===== config.mk =====
export PLATFORM = sky130hd
export DESIGN_NAME = spi_cmd_frontend
export DESIGN_NICKNAME = d
export VERILOG_FILES = /design/src/rtl/spi_fe_pkg.sv /design/src/rtl/spi_fe_sync.sv /design/src/rtl/spi_fe_hold.sv /design/src/rtl/spi_fe_frame.sv /design/src/rtl/spi_fe_sodrv.sv /design/src/rtl/spi_cmd_frontend.sv
export SDC_FILE = /design/constraint.sdc
export NUM_CORES = 1
export LEC_CHECK = 0
export BUFFER_PORTS_ARGS = -buffer_cell sky130_fd_sc_hd__buf_2
export CORE_MARGIN = 1.5
export CORE_UTILIZATION = 58
export DETAILED_ROUTE_END_ITERATION = 8
export GPL_ROUTABILITY_DRIVEN = 0
export HOLD_SLACK_MARGIN = 0.08
export PLACE_DENSITY = 0.91
export SLEW_MARGIN = 20
export SYNTH_ARGS = -nofsm -noshare
export SYNTH_HDL_FRONTEND = slang
export SYNTH_SLANG_ARGS = --single-unit

===== constraint.sdc =====
create_clock -name clk -period 5.1 [get_ports clk]
set_input_delay 0.255 -clock clk [delete_from_list [all_inputs] [get_ports clk]]
set_output_delay 0.255 -clock clk [all_outputs]
set_load 0.005 [all_outputs]

===== src/rtl/spi_fe_pkg.sv =====
package spi_fe_pkg;

  // frame position of the byte currently being shifted
  typedef enum logic [1:0] {
    PH_ID     = 2'd0,
    PH_INSTR  = 2'd1,
    PH_DATA   = 2'd2,
    PH_IGNORE = 2'd3
  } phase_t;

endpackage


===== src/rtl/spi_fe_sync.sv =====
module spi_fe_sync #(
  parameter int unsigned     W       = 4,
  parameter int unsigned     STAGES  = 2,
  parameter logic [W-1:0]    RST_VAL = '0
) (
  input  logic         clk,
  input  logic         rst,
  input  logic [W-1:0] d_in,
  output logic [W-1:0] d_out
);

  logic [W-1:0] stg [STAGES];

  genvar g;
  generate
    for (g = 0; g < STAGES; g++) begin : g_stage
      if (g == 0) begin : g_first
        always_ff @(posedge clk) begin
          if (rst) stg[g] <= RST_VAL;
          else     stg[g] <= d_in;
        end
      end else begin : g_next
        always_ff @(posedge clk) begin
          if (rst) stg[g] <= RST_VAL;
          else     stg[g] <= stg[g-1];
        end
      end
    end
  endgenerate

  assign d_out = stg[STAGES-1];

endmodule


===== src/rtl/spi_fe_hold.sv =====
module spi_fe_hold (
  input  logic clk,
  input  logic rst,
  input  logic csn_s,
  input  logic sck_s,
  input  logic holdn_s,
  output logic paused
);

  logic holdn_d;
  logic hold_fall;
  logic hold_rise;

  assign hold_fall = holdn_d & ~holdn_s;
  assign hold_rise = ~holdn_d & holdn_s;

  always_ff @(posedge clk) begin
    if (rst) begin
      holdn_d <= 1'b1;
      paused  <= 1'b0;
    end else begin
      holdn_d <= holdn_s;
      if (csn_s)
        paused <= 1'b0;
      else if (hold_fall && !sck_s)
        paused <= 1'b1;
      else if (hold_rise && !sck_s)
        paused <= 1'b0;
    end
  end

endmodule


===== src/rtl/spi_fe_frame.sv =====
module spi_fe_frame
  import spi_fe_pkg::*;
#(
  parameter int unsigned           BYTE_W   = 8,
  parameter int unsigned           ADDR_W   = 4,
  parameter int unsigned           TYPE_W   = BYTE_W - ADDR_W,
  parameter logic [TYPE_W-1:0]     DEV_TYPE = 4'b0101
) (
  input  logic                clk,
  input  logic                rst,
  input  logic                csn_s,
  input  logic                si_s,
  input  logic                sck_rise,
  input  logic                paused,
  input  logic [ADDR_W-1:0]   strap_addr,
  output logic                active,
  output phase_t              phase,
  output logic [BYTE_W-5:0]   opcode,
  output logic [1:0]          reg_ptr,
  output logic                chan_sel,
  output logic                instr_valid,
  output logic [BYTE_W-1:0]   wr_data,
  output logic                wr_valid,
  output logic                tx_load
);

  localparam int unsigned CNT_W = $clog2(BYTE_W);
  localparam logic [CNT_W-1:0] LAST_BIT = CNT_W'(BYTE_W - 1);

  logic              csn_d;
  logic              armed;
  logic              cs_fall;
  logic [CNT_W-1:0]  bit_cnt;
  logic [BYTE_W-1:0] shreg;
  logic [BYTE_W-1:0] nxt;
  logic              take_bit;
  logic              id_ok;

  assign cs_fall  = csn_d & ~csn_s;
  assign active   = armed & ~csn_s;
  assign nxt      = {shreg[BYTE_W-2:0], si_s};
  assign take_bit = active & sck_rise & ~paused & (phase != PH_IGNORE);
  assign id_ok    = (nxt[BYTE_W-1 -: TYPE_W] == DEV_TYPE) &&
                    (nxt[ADDR_W-1:0] == strap_addr);

  always_ff @(posedge clk) begin
    if (rst) begin
      csn_d       <= 1'b0;
      armed       <= 1'b0;
      phase       <= PH_ID;
      bit_cnt     <= '0;
      shreg       <= '0;
      opcode      <= '0;
      reg_ptr     <= '0;
      chan_sel    <= 1'b0;
      instr_valid <= 1'b0;
      wr_data     <= '0;
      wr_valid    <= 1'b0;
      tx_load     <= 1'b0;
    end else begin
      csn_d       <= csn_s;
      instr_valid <= 1'b0;
      wr_valid    <= 1'b0;
      tx_load     <= 1'b0;
      if (cs_fall) armed <= 1'b1;
      if (csn_s || cs_fall) begin
        phase   <= PH_ID;
        bit_cnt <= '0;
      end else if (take_bit) begin
        shreg   <= nxt;
        bit_cnt <= bit_cnt + CNT_W'(1);
        if (bit_cnt == LAST_BIT) begin
          unique case (phase)
            PH_ID: phase <= id_ok ? PH_INSTR : PH_IGNORE;
            PH_INSTR: begin
              opcode      <= nxt[BYTE_W-1:4];
              reg_ptr     <= nxt[3:2];
              chan_sel    <= nxt[0];
              instr_valid <= 1'b1;
              tx_load     <= 1'b1;
              phase       <= PH_DATA;
            end
            PH_DATA: begin
              wr_data  <= nxt;
              wr_valid <= 1'b1;
              tx_load  <= 1'b1;
            end
            default: phase <= PH_IGNORE;
          endcase
        end
      end
    end
  end

endmodule


===== src/rtl/spi_fe_sodrv.sv =====
module spi_fe_sodrv #(
  parameter int unsigned BYTE_W = 8
) (
  input  logic              clk,
  input  logic              rst,
  input  logic              load,
  input  logic [BYTE_W-1:0] rd_data,
  input  logic              sck_fall,
  input  logic              shift_en,
  input  logic              oe_en,
  output logic              so_data,
  output logic              so_oe
);

  logic [BYTE_W-1:0] tx;

  always_ff @(posedge clk) begin
    if (rst) begin
      tx      <= '0;
      so_data <= 1'b0;
      so_oe   <= 1'b0;
    end else begin
      so_oe <= oe_en;
      if (load)
        tx <= rd_data;
      else if (sck_fall && shift_en) begin
        so_data <= tx[BYTE_W-1];
        tx      <= {tx[BYTE_W-2:0], 1'b0};
      end
    end
  end

endmodule


===== src/rtl/spi_cmd_frontend.sv =====
module spi_cmd_frontend
  import spi_fe_pkg::*;
#(
  parameter int unsigned       BYTE_W      = 8,
  parameter int unsigned       ADDR_W      = 4,
  parameter int unsigned       SYNC_STAGES = 2,
  parameter logic [3:0]        DEV_TYPE    = 4'b0101
) (
  input  logic                clk,
  input  logic                rst,
  input  logic                csn,
  input  logic                sck,
  input  logic                si,
  input  logic                holdn,
  input  logic [ADDR_W-1:0]   strap_addr,
  input  logic [BYTE_W-1:0]   rd_data,
  output logic                so_data,
  output logic                so_oe,
  output logic [BYTE_W-5:0]   opcode,
  output logic [1:0]          reg_ptr,
  output logic                chan_sel,
  output logic                instr_valid,
  output logic [BYTE_W-1:0]   wr_data,
  output logic                wr_valid
);

  localparam int unsigned TYPE_W = BYTE_W - ADDR_W;
  // bit order of the synchronised bundle: {holdn, csn, sck, si}
  localparam logic [3:0]  SYNC_RST = 4'b1000;

  logic [3:0] raw_in;
  logic [3:0] sync_out;
  logic       si_s, sck_s, csn_s, holdn_s;
  logic       sck_d;
  logic       sck_rise, sck_fall;
  logic       paused;
  logic       active;
  phase_t     phase;
  logic       tx_load;
  logic       in_data;

  assign raw_in = {holdn, csn, sck, si};

  spi_fe_sync #(
    .W       (4),
    .STAGES  (SYNC_STAGES),
    .RST_VAL (SYNC_RST)
  ) u_sync (
    .clk   (clk),
    .rst   (rst),
    .d_in  (raw_in),
    .d_out (sync_out)
  );

  assign {holdn_s, csn_s, sck_s, si_s} = sync_out;

  always_ff @(posedge clk) begin
    if (rst) sck_d <= 1'b0;
    else     sck_d <= sck_s;
  end

  assign sck_rise = sck_s & ~sck_d;
  assign sck_fall = ~sck_s & sck_d;

  spi_fe_hold u_hold (
    .clk     (clk),
    .rst     (rst),
    .csn_s   (csn_s),
    .sck_s   (sck_s),
    .holdn_s (holdn_s),
    .paused  (paused)
  );

  spi_fe_frame #(
    .BYTE_W   (BYTE_W),
    .ADDR_W   (ADDR_W),
    .TYPE_W   (TYPE_W),
    .DEV_TYPE (DEV_TYPE[TYPE_W-1:0])
  ) u_frame (
    .clk         (clk),
    .rst         (rst),
    .csn_s       (csn_s),
    .si_s        (si_s),
    .sck_rise    (sck_rise),
    .paused      (paused),
    .strap_addr  (strap_addr),
    .active      (active),
    .phase       (phase),
    .opcode      (opcode),
    .reg_ptr     (reg_ptr),
    .chan_sel    (chan_sel),
    .instr_valid (instr_valid),
    .wr_data     (wr_data),
    .wr_valid    (wr_valid),
    .tx_load     (tx_load)
  );

  assign in_data = active & ~paused & (phase == PH_DATA);

  spi_fe_sodrv #(
    .BYTE_W (BYTE_W)
  ) u_sodrv (
    .clk      (clk),
    .rst      (rst),
    .load     (tx_load),
    .rd_data  (rd_data),
    .sck_fall (sck_fall),
    .shift_en (in_data),
    .oe_en    (in_data),
    .so_data  (so_data),
    .so_oe    (so_oe)
  );

endmodule


* Yosys cells after proc, flatten, opt, wreduce, memory -nomap -nowiden
Memory sizes are Yosys's and may differ from the RTL's.
Cells that the tools add are included.
W data, S select, Z words.
** Word-level totals
- Logic and storage cells :: 82
- Bits in latches :: 0
- Memory bits (read-only) :: 0
- Memory bits (writable) :: 8
- Register bits after elaboration :: 45
- Input port bits :: 18
- Output and inout port bits :: 19
- Memories kept :: 1
** Cells by class
- Shift operators :: 0
- Reduce and logical (&&, ||, !) cells :: 18
- $mul :: 0
- Div/mod/pow operators :: 0
- Bitwise logic cells :: 24
- Add/subtract/negate cells :: 1
- Eq/ne operators :: 6
- Multiplexer cells :: 14
- $lt $le $gt $ge :: 0
** Memory list
- u_sync.stg :: words 2, bits a word 4, read ports 2, clocked after Yosys merged registers in 0, write ports 2, RTL line spi_fe_sync.sv:12 : logic [W-1:0] stg [STAGES];
** Operator list (number)
- $mux W8 :: 2
- $and A1 B1 Y1 :: 11
- $not A1 Y1 :: 11
- $mux W1 :: 8
- $mux W4 :: 2
- $reduce_and A4 Y1 :: 2
- $pmux W2 S3 :: 1
- $reduce_or A2 Y1 :: 3
- $eq A4 B3 Y1 const B :: 1
- $eq A4 B4 Y1 :: 1
- $logic_and A1 B1 Y1 :: 4
- $reduce_and A2 Y1 :: 2
- $reduce_bool A2 Y1 :: 2
- $reduce_or A4 Y1 :: 1
- $add A3 B1 Y3 const B :: 1
- $eq A3 B3 Y1 const B :: 1
- $reduce_and A3 Y1 :: 1
- $eq A2 B1 Y1 const B :: 1
- $eq A2 B2 Y1 const B :: 1
- $logic_not A2 Y1 :: 1
- $mux W2 :: 1
- $ne A2 B2 Y1 const B :: 1
- $or A1 B1 Y1 :: 2
- $logic_not A1 Y1 :: 1
- $logic_or A1 B1 Y1 :: 1

* Logic depth before layout (Yosys ltp)
- Word-level depth :: 7
- Mapped depth :: 7
- Gate-level depth less buffers :: 6

* Modules after synthesis
From an unflattened synthesis, not the netlist that was laid out.
** Unflattened totals
- Cells, all modules :: 225
- Area total of the unflattened synthesis :: 2163.3 sq um
** By module, submodules not included
- spi_fe_frame :: cells each 146, seq. area each 640.6 sq um, area an instance 1323.8 sq um, instances 1
- spi_fe_sodrv :: cells each 50, seq. area each 200.2 sq um, area an instance 496.7 sq um, instances 1
- spi_fe_sync :: cells each 16, seq. area each 160.2 sq um, area an instance 210.2 sq um, instances 1
- spi_fe_hold :: cells each 8, seq. area each 40.0 sq um, area an instance 81.3 sq um, instances 1
- spi_cmd_frontend :: cells each 5, seq. area each 20.0 sq um, area an instance 51.3 sq um, instances 1

* Least setup slack after synthesis
No wires, ideal clock.
- Path type :: reg-to-reg
- From :: register u_frame.phase[0]
- To :: register u_frame.shreg[0]
- Arrival time :: 1620 ps
- Stages on the path, launching flop included :: 6
- Data required time :: 4972 ps
- Period minus slack after synthesis :: 1747 ps
- Library setup time :: 128 ps
- Setup slack :: 3353 ps
- Path buffers :: 0
- Path through :: dfxtp_1 -> ha_1 -> or4b_4 -> nor3_4 -> mux2i_1 -> nor2_1
** On the way
- Cells in the longest elaborated chain, start to end :: 3
** RTL lines
- from (decl) :: RTL line spi_fe_frame.sv:17 : output phase_t phase,
- from (signal assigned) :: RTL line spi_fe_frame.sv:74 : PH_ID: phase <= id_ok ? PH_INSTR : PH_IGNORE;
- $ne A2 B2 Y1 :: RTL line spi_fe_frame.sv:42 : assign take_bit = active & sck_rise & ~paused & (phase != PH_IGNORE);
- $and A1 B1 Y1 :: RTL line spi_fe_frame.sv:42
- $reduce_and A2 Y1 (no source line)
- to (signal assigned) :: RTL line spi_fe_frame.sv:70 : shreg <= nxt;
- to (decl) :: RTL line spi_fe_frame.sv:34 : logic [BYTE_W-1:0] shreg;
No other way between the ends.
A chain may end at the register's enable or synchronous reset.

* Worst setup path after layout
- From :: register u_frame.phase[0]
- To :: register u_frame.wr_data[1]
** On the way
- Cells in the longest elaborated chain, start to end :: 3
- Elaborated cells on any way between the ends :: 4
- Classes of those cells :: 2 x eq/ne; 1 x bitwise; 1 x reduce/logical
** RTL lines
- $ne A2 B2 Y1 :: RTL line spi_fe_frame.sv:42
- $and A1 B1 Y1 :: RTL line spi_fe_frame.sv:42
- $reduce_and A4 Y1 (no source line) (*)
- to (signal assigned) :: RTL line spi_fe_frame.sv:84 : wr_data <= nxt;
- to (decl) :: RTL line spi_fe_frame.sv:22 : output logic [BYTE_W-1:0] wr_data,
Every way passes the cells marked *; elsewhere a longest branch is shown, timed or not.

==> flow_metrics.py <==
metrics = {
    "floorplan": {
        "ioPinCount": 37,
        "die_h_microns": 63.2,
        "die_x_microns": 63.2,
        "start_util": 0.615,
        "row_count": 21,
        "die-area_sq_um": 3990,
        "core_area_sq_um": 3420,
    },
    "clock_network": {
        "htree_levels": 2,
        "cts_sinks": 53,
        "cts_tree": "built",
        "cts_root_buf": "clkbuf_4",
        "insertion_delay_ns": 0.36,
        "cts_max_path_buffers": 2,
        "numCtsBuffers": 5,
        "path_clk_slew_ns": 0.15,
        "ctsResizeCount": 0,
    },
    "synthesis": {
        "yosysWarnings": 0,
        "synth_top_area_share": 0.505,
        "synth_area_leaders": "dfxtp_1 50%, mux2i_1 10%, nor2_1 5.4%",
        "syn-num-nets": 234,
        "ys_async_sr_fraction": 0,
        "synth_edf_count": 0,
        "syn_inst": 209,
        "ys.flop_type": "dfxtp_1",
        "syn-cell-area_sq_um": 2100,
        "syn_avg_cell_area_sq_um": 10.1,
        "yosys.area.top_type": "dfxtp_1",
        "synth_seq_area_share": 0.505,
        "yosysUniqueCellTypes": 31,
        "yosys-top-cells-count": "53 x dfxtp_1, 30 x nor2_1, 22 x mux2i_1",
        "synth_most_common_cell": "dfxtp_1",
        "ys_ff_latch": 53,
    },
    "sta": {
        "fin_setup_tns_ns": 0,
        "period_share": 0.436,
        "tightest_slew_ns": 0.750,
        "finalHoldViolCount": 0,
        "rsz0062_at_grt": "no",
        "clock.fmax_ghz": 0.450,
        "finalWorstPathRequiredPeriod_ns": 2.22,
        "setup_viol": 0,
        "slew_viol_final": 0,
        "relSlewSlack": 0.500,
        "fin_hold_ws_ns": 0.114,
        "skew_ns": 0.0113,
    },
    "pwr": {
        "power_density_nw_per_um2": 284,
        "leakage_nw": 1.05,
        "finalPower_w": 0.000683,
        "peakVddDrop_uv": 297,
    },
    "drt": {
        "drt_iter0_markers": 68,
        "routed_via_density": 5.32,
        "first_pass_iters": 4,
        "route.detailed.drc": 0,
        "dr_total_vias": 1548,
        "wirelength_mm": 3.74,
        "antenna_left": 0,
        "wl_per_cell_microns": 12.8,
    },
    "setup_path": {
        "cp-start-kind": "flip-flop",
        "critPathCaptureType": "flip-flop",
        "critical-path-max-stage-delay_ns": 0.62,
        "critical_path_class": "reg -> reg",
        "reg2reg_depth": 5,
        "rrSetupSlack_ns": 2.88,
        "slowest_stage": "nand4_1",
        "r2r-end": "u_frame.wr_data[1]$_SDFFE_PP0P_",
        "path_cells": "ha_1, nor4b_2, nand4_1, mux2i_1, nor2_1",
        "cp_max_fo": 9,
        "arrival_ns": 2.47,
        "worstPathRequired_ns": 5.35,
        "path_delay_family": "simple AND/OR/NAND/NOR gates",
        "critPathBufInv": 0,
        "regToRegStartpoint": "u_frame.phase[0]$_SDFFE_PP0P_",
    },
    "global_route": {
        "globalRouteOverflowTotal": 0,
        "grt_pass1_vias": 1460,
        "grt_util_all_layers": 0.200,
        "grt_pass1_wl_mm": 6.37,
        "grt_max_degree": 49,
        "antenna_found_initial": 0,
    },
    "worst_hold_path": {
        "holdPathEnd": "u_sync.stg[0][2]$_SDFF_PP0_",
        "hold_path_startpoint": "csn",
        "whs_path_depth": 2,
        "min-delay-path-class": "in -> reg",
    },
    "cells_and_area": {
        "drive_gt1_frac": 0.216,
        "nets": 269,
        "design_area_sq_um": 2400,
        "diodes": 0,
        "syn2layout_area_growth_pct": 14.4,
    },
    "place": {
        "post_dp_cell_area_sq_um": 2290,
        "dp_hpwl_mm": 2.60,
        "port_buffers": 36,
    },
    "job": {
        "drv_cap": 0,
    },
    "run_status": {
        "status": "completed",
    },
}
[flip-flops by register name, indices dropped and copies added (netlist names)]
| name | count |
|---|---|
| u_frame.instr_valid | 1 |
| u_sodrv.tx | 8 |
| u_frame.tx_load | 1 |
| u_frame.phase | 2 |
| u_hold.paused | 1 |
| u_hold.holdn_d | 1 |
| u_frame.armed | 1 |
| u_frame.shreg | 7 |
| u_frame.wr_data | 8 |
| u_frame.bit_cnt | 3 |
| u_frame.csn_d | 1 |
| u_frame.reg_ptr | 2 |
| u_frame.chan_sel | 1 |
| u_frame.opcode | 4 |
| sck_d | 1 |
| u_sodrv.so_data | 1 |
| u_frame.wr_valid | 1 |
| u_sync.stg | 8 |
| u_sodrv.so_oe | 1 |
[what timing repair did]
action                    4_1_cts  5_1_grt
hold endpoints to repair        3        0
hold buffers                    3        0
buffers inserted                0        0
[metal layers]
| metal | wire length, microns | track usage |
|---|---|---|
| met2 | 1880 | 0.338 |
| met4 | 77 | 0.0815 |
| met1 | 1650 | 0.251 |
| met3 | 125 | 0.0393 |
| met5 | 0 | 0 |
[how the worst max path moves through the flow]
stage | from | to | slack, ns | cells past startpoint
2_1_floorplan | u_frame.phase[0]$_SDFFE_PP0P_ | u_frame.shreg[0]$_SDFFE_PP0P_ | 3.35 | 5
6_report | u_frame.phase[0]$_SDFFE_PP0P_ | u_frame.wr_data[1]$_SDFFE_PP0P_ | 2.88 | 5
5_1_grt | u_frame.phase[0]$_SDFFE_PP0P_ | u_frame.wr_data[1]$_SDFFE_PP0P_ | 2.67 | 5
4_1_cts | u_frame.phase[0]$_SDFFE_PP0P_ | u_frame.wr_data[1]$_SDFFE_PP0P_ | 2.89 | 5
3_3_place_gp | u_frame.phase[0]$_SDFFE_PP0P_ | u_frame.wr_data[0]$_SDFFE_PP0P_ | 3.03 | 5
3_5_place_dp | u_frame.phase[0]$_SDFFE_PP0P_ | u_frame.wr_data[1]$_SDFFE_PP0P_ | 2.94 | 5
[cell families (layout without fill, tap and decap cells)]
| kind of cell | after synthesis | in the layout | synth area share |
|---|---|---|---|
| AO/OA/AOI/OAI | 21 | 21 | 0.0637 |
| XOR/XNOR | 5 | 5 | 0.0208 |
| adder cells (fa/ha/maj) | 7 | 7 | 0.0417 |
| multiplexers | 22 | 22 | 0.105 |
| AND/OR/NAND/NOR | 86 | 86 | 0.233 |
| flip-flops | 53 | 53 | 0.505 |
| buffers and inverters | 15 | 51 | 0.0309 |
[cell type report]
type / instances / area (sq um)
flip-flops and latches: 53 / 1060
clock inverters: 3 / 47.5
inverters: 4 / 15.0
fillers: 255 / 1010
multi-input cells: 141 / 976
well taps: 46 / 57.6
clock buffers: 5 / 37.5
repair buffers: 39 / 210
[power breakdown]
part	switching [W]	internal [W]	leakage [nW]
Sequential	0.00000362	0.000418	0.429
Clock	0.000130	0.000107	0.0462
Combinational	0.0000125	0.0000122	0.579
[cells in the final DEF, fill, tap and decap left out, types with 2 or more instances in the layout]
master,n
nand3_1,2
a21oi_1,8
nor3_1,13
xnor2_1,4
o21ai_0,5
inv_6,2
nand4_1,2
a2111oi_0,7
nand3b_1,3
mux2i_1,22
nor2b_1,15
inv_1,4
or2_2,3
ha_1,7
buf_2,36
nand2_1,7
nor2_1,30
dfxtp_1,53
clkbuf_4,5
dlygate4sd3_1,3
nand2b_1,2
[stage by stage]
| step | worst slack (ns) | instances | util |
|---|---|---|---|
| after detailed placement | 2.94 | 280 | 0.670 |
| after global routing | 2.67 | 291 | 0.704 |
| after CTS | 2.89 | 291 | 0.704 |
| after floorplan | 3.35 | 209 | - |
| final | 2.88 | 291 | 0.704 |
| after global placement | 3.03 | 280 | 0.670 |
No activity file was read; power rests on OpenSTA's default activity.
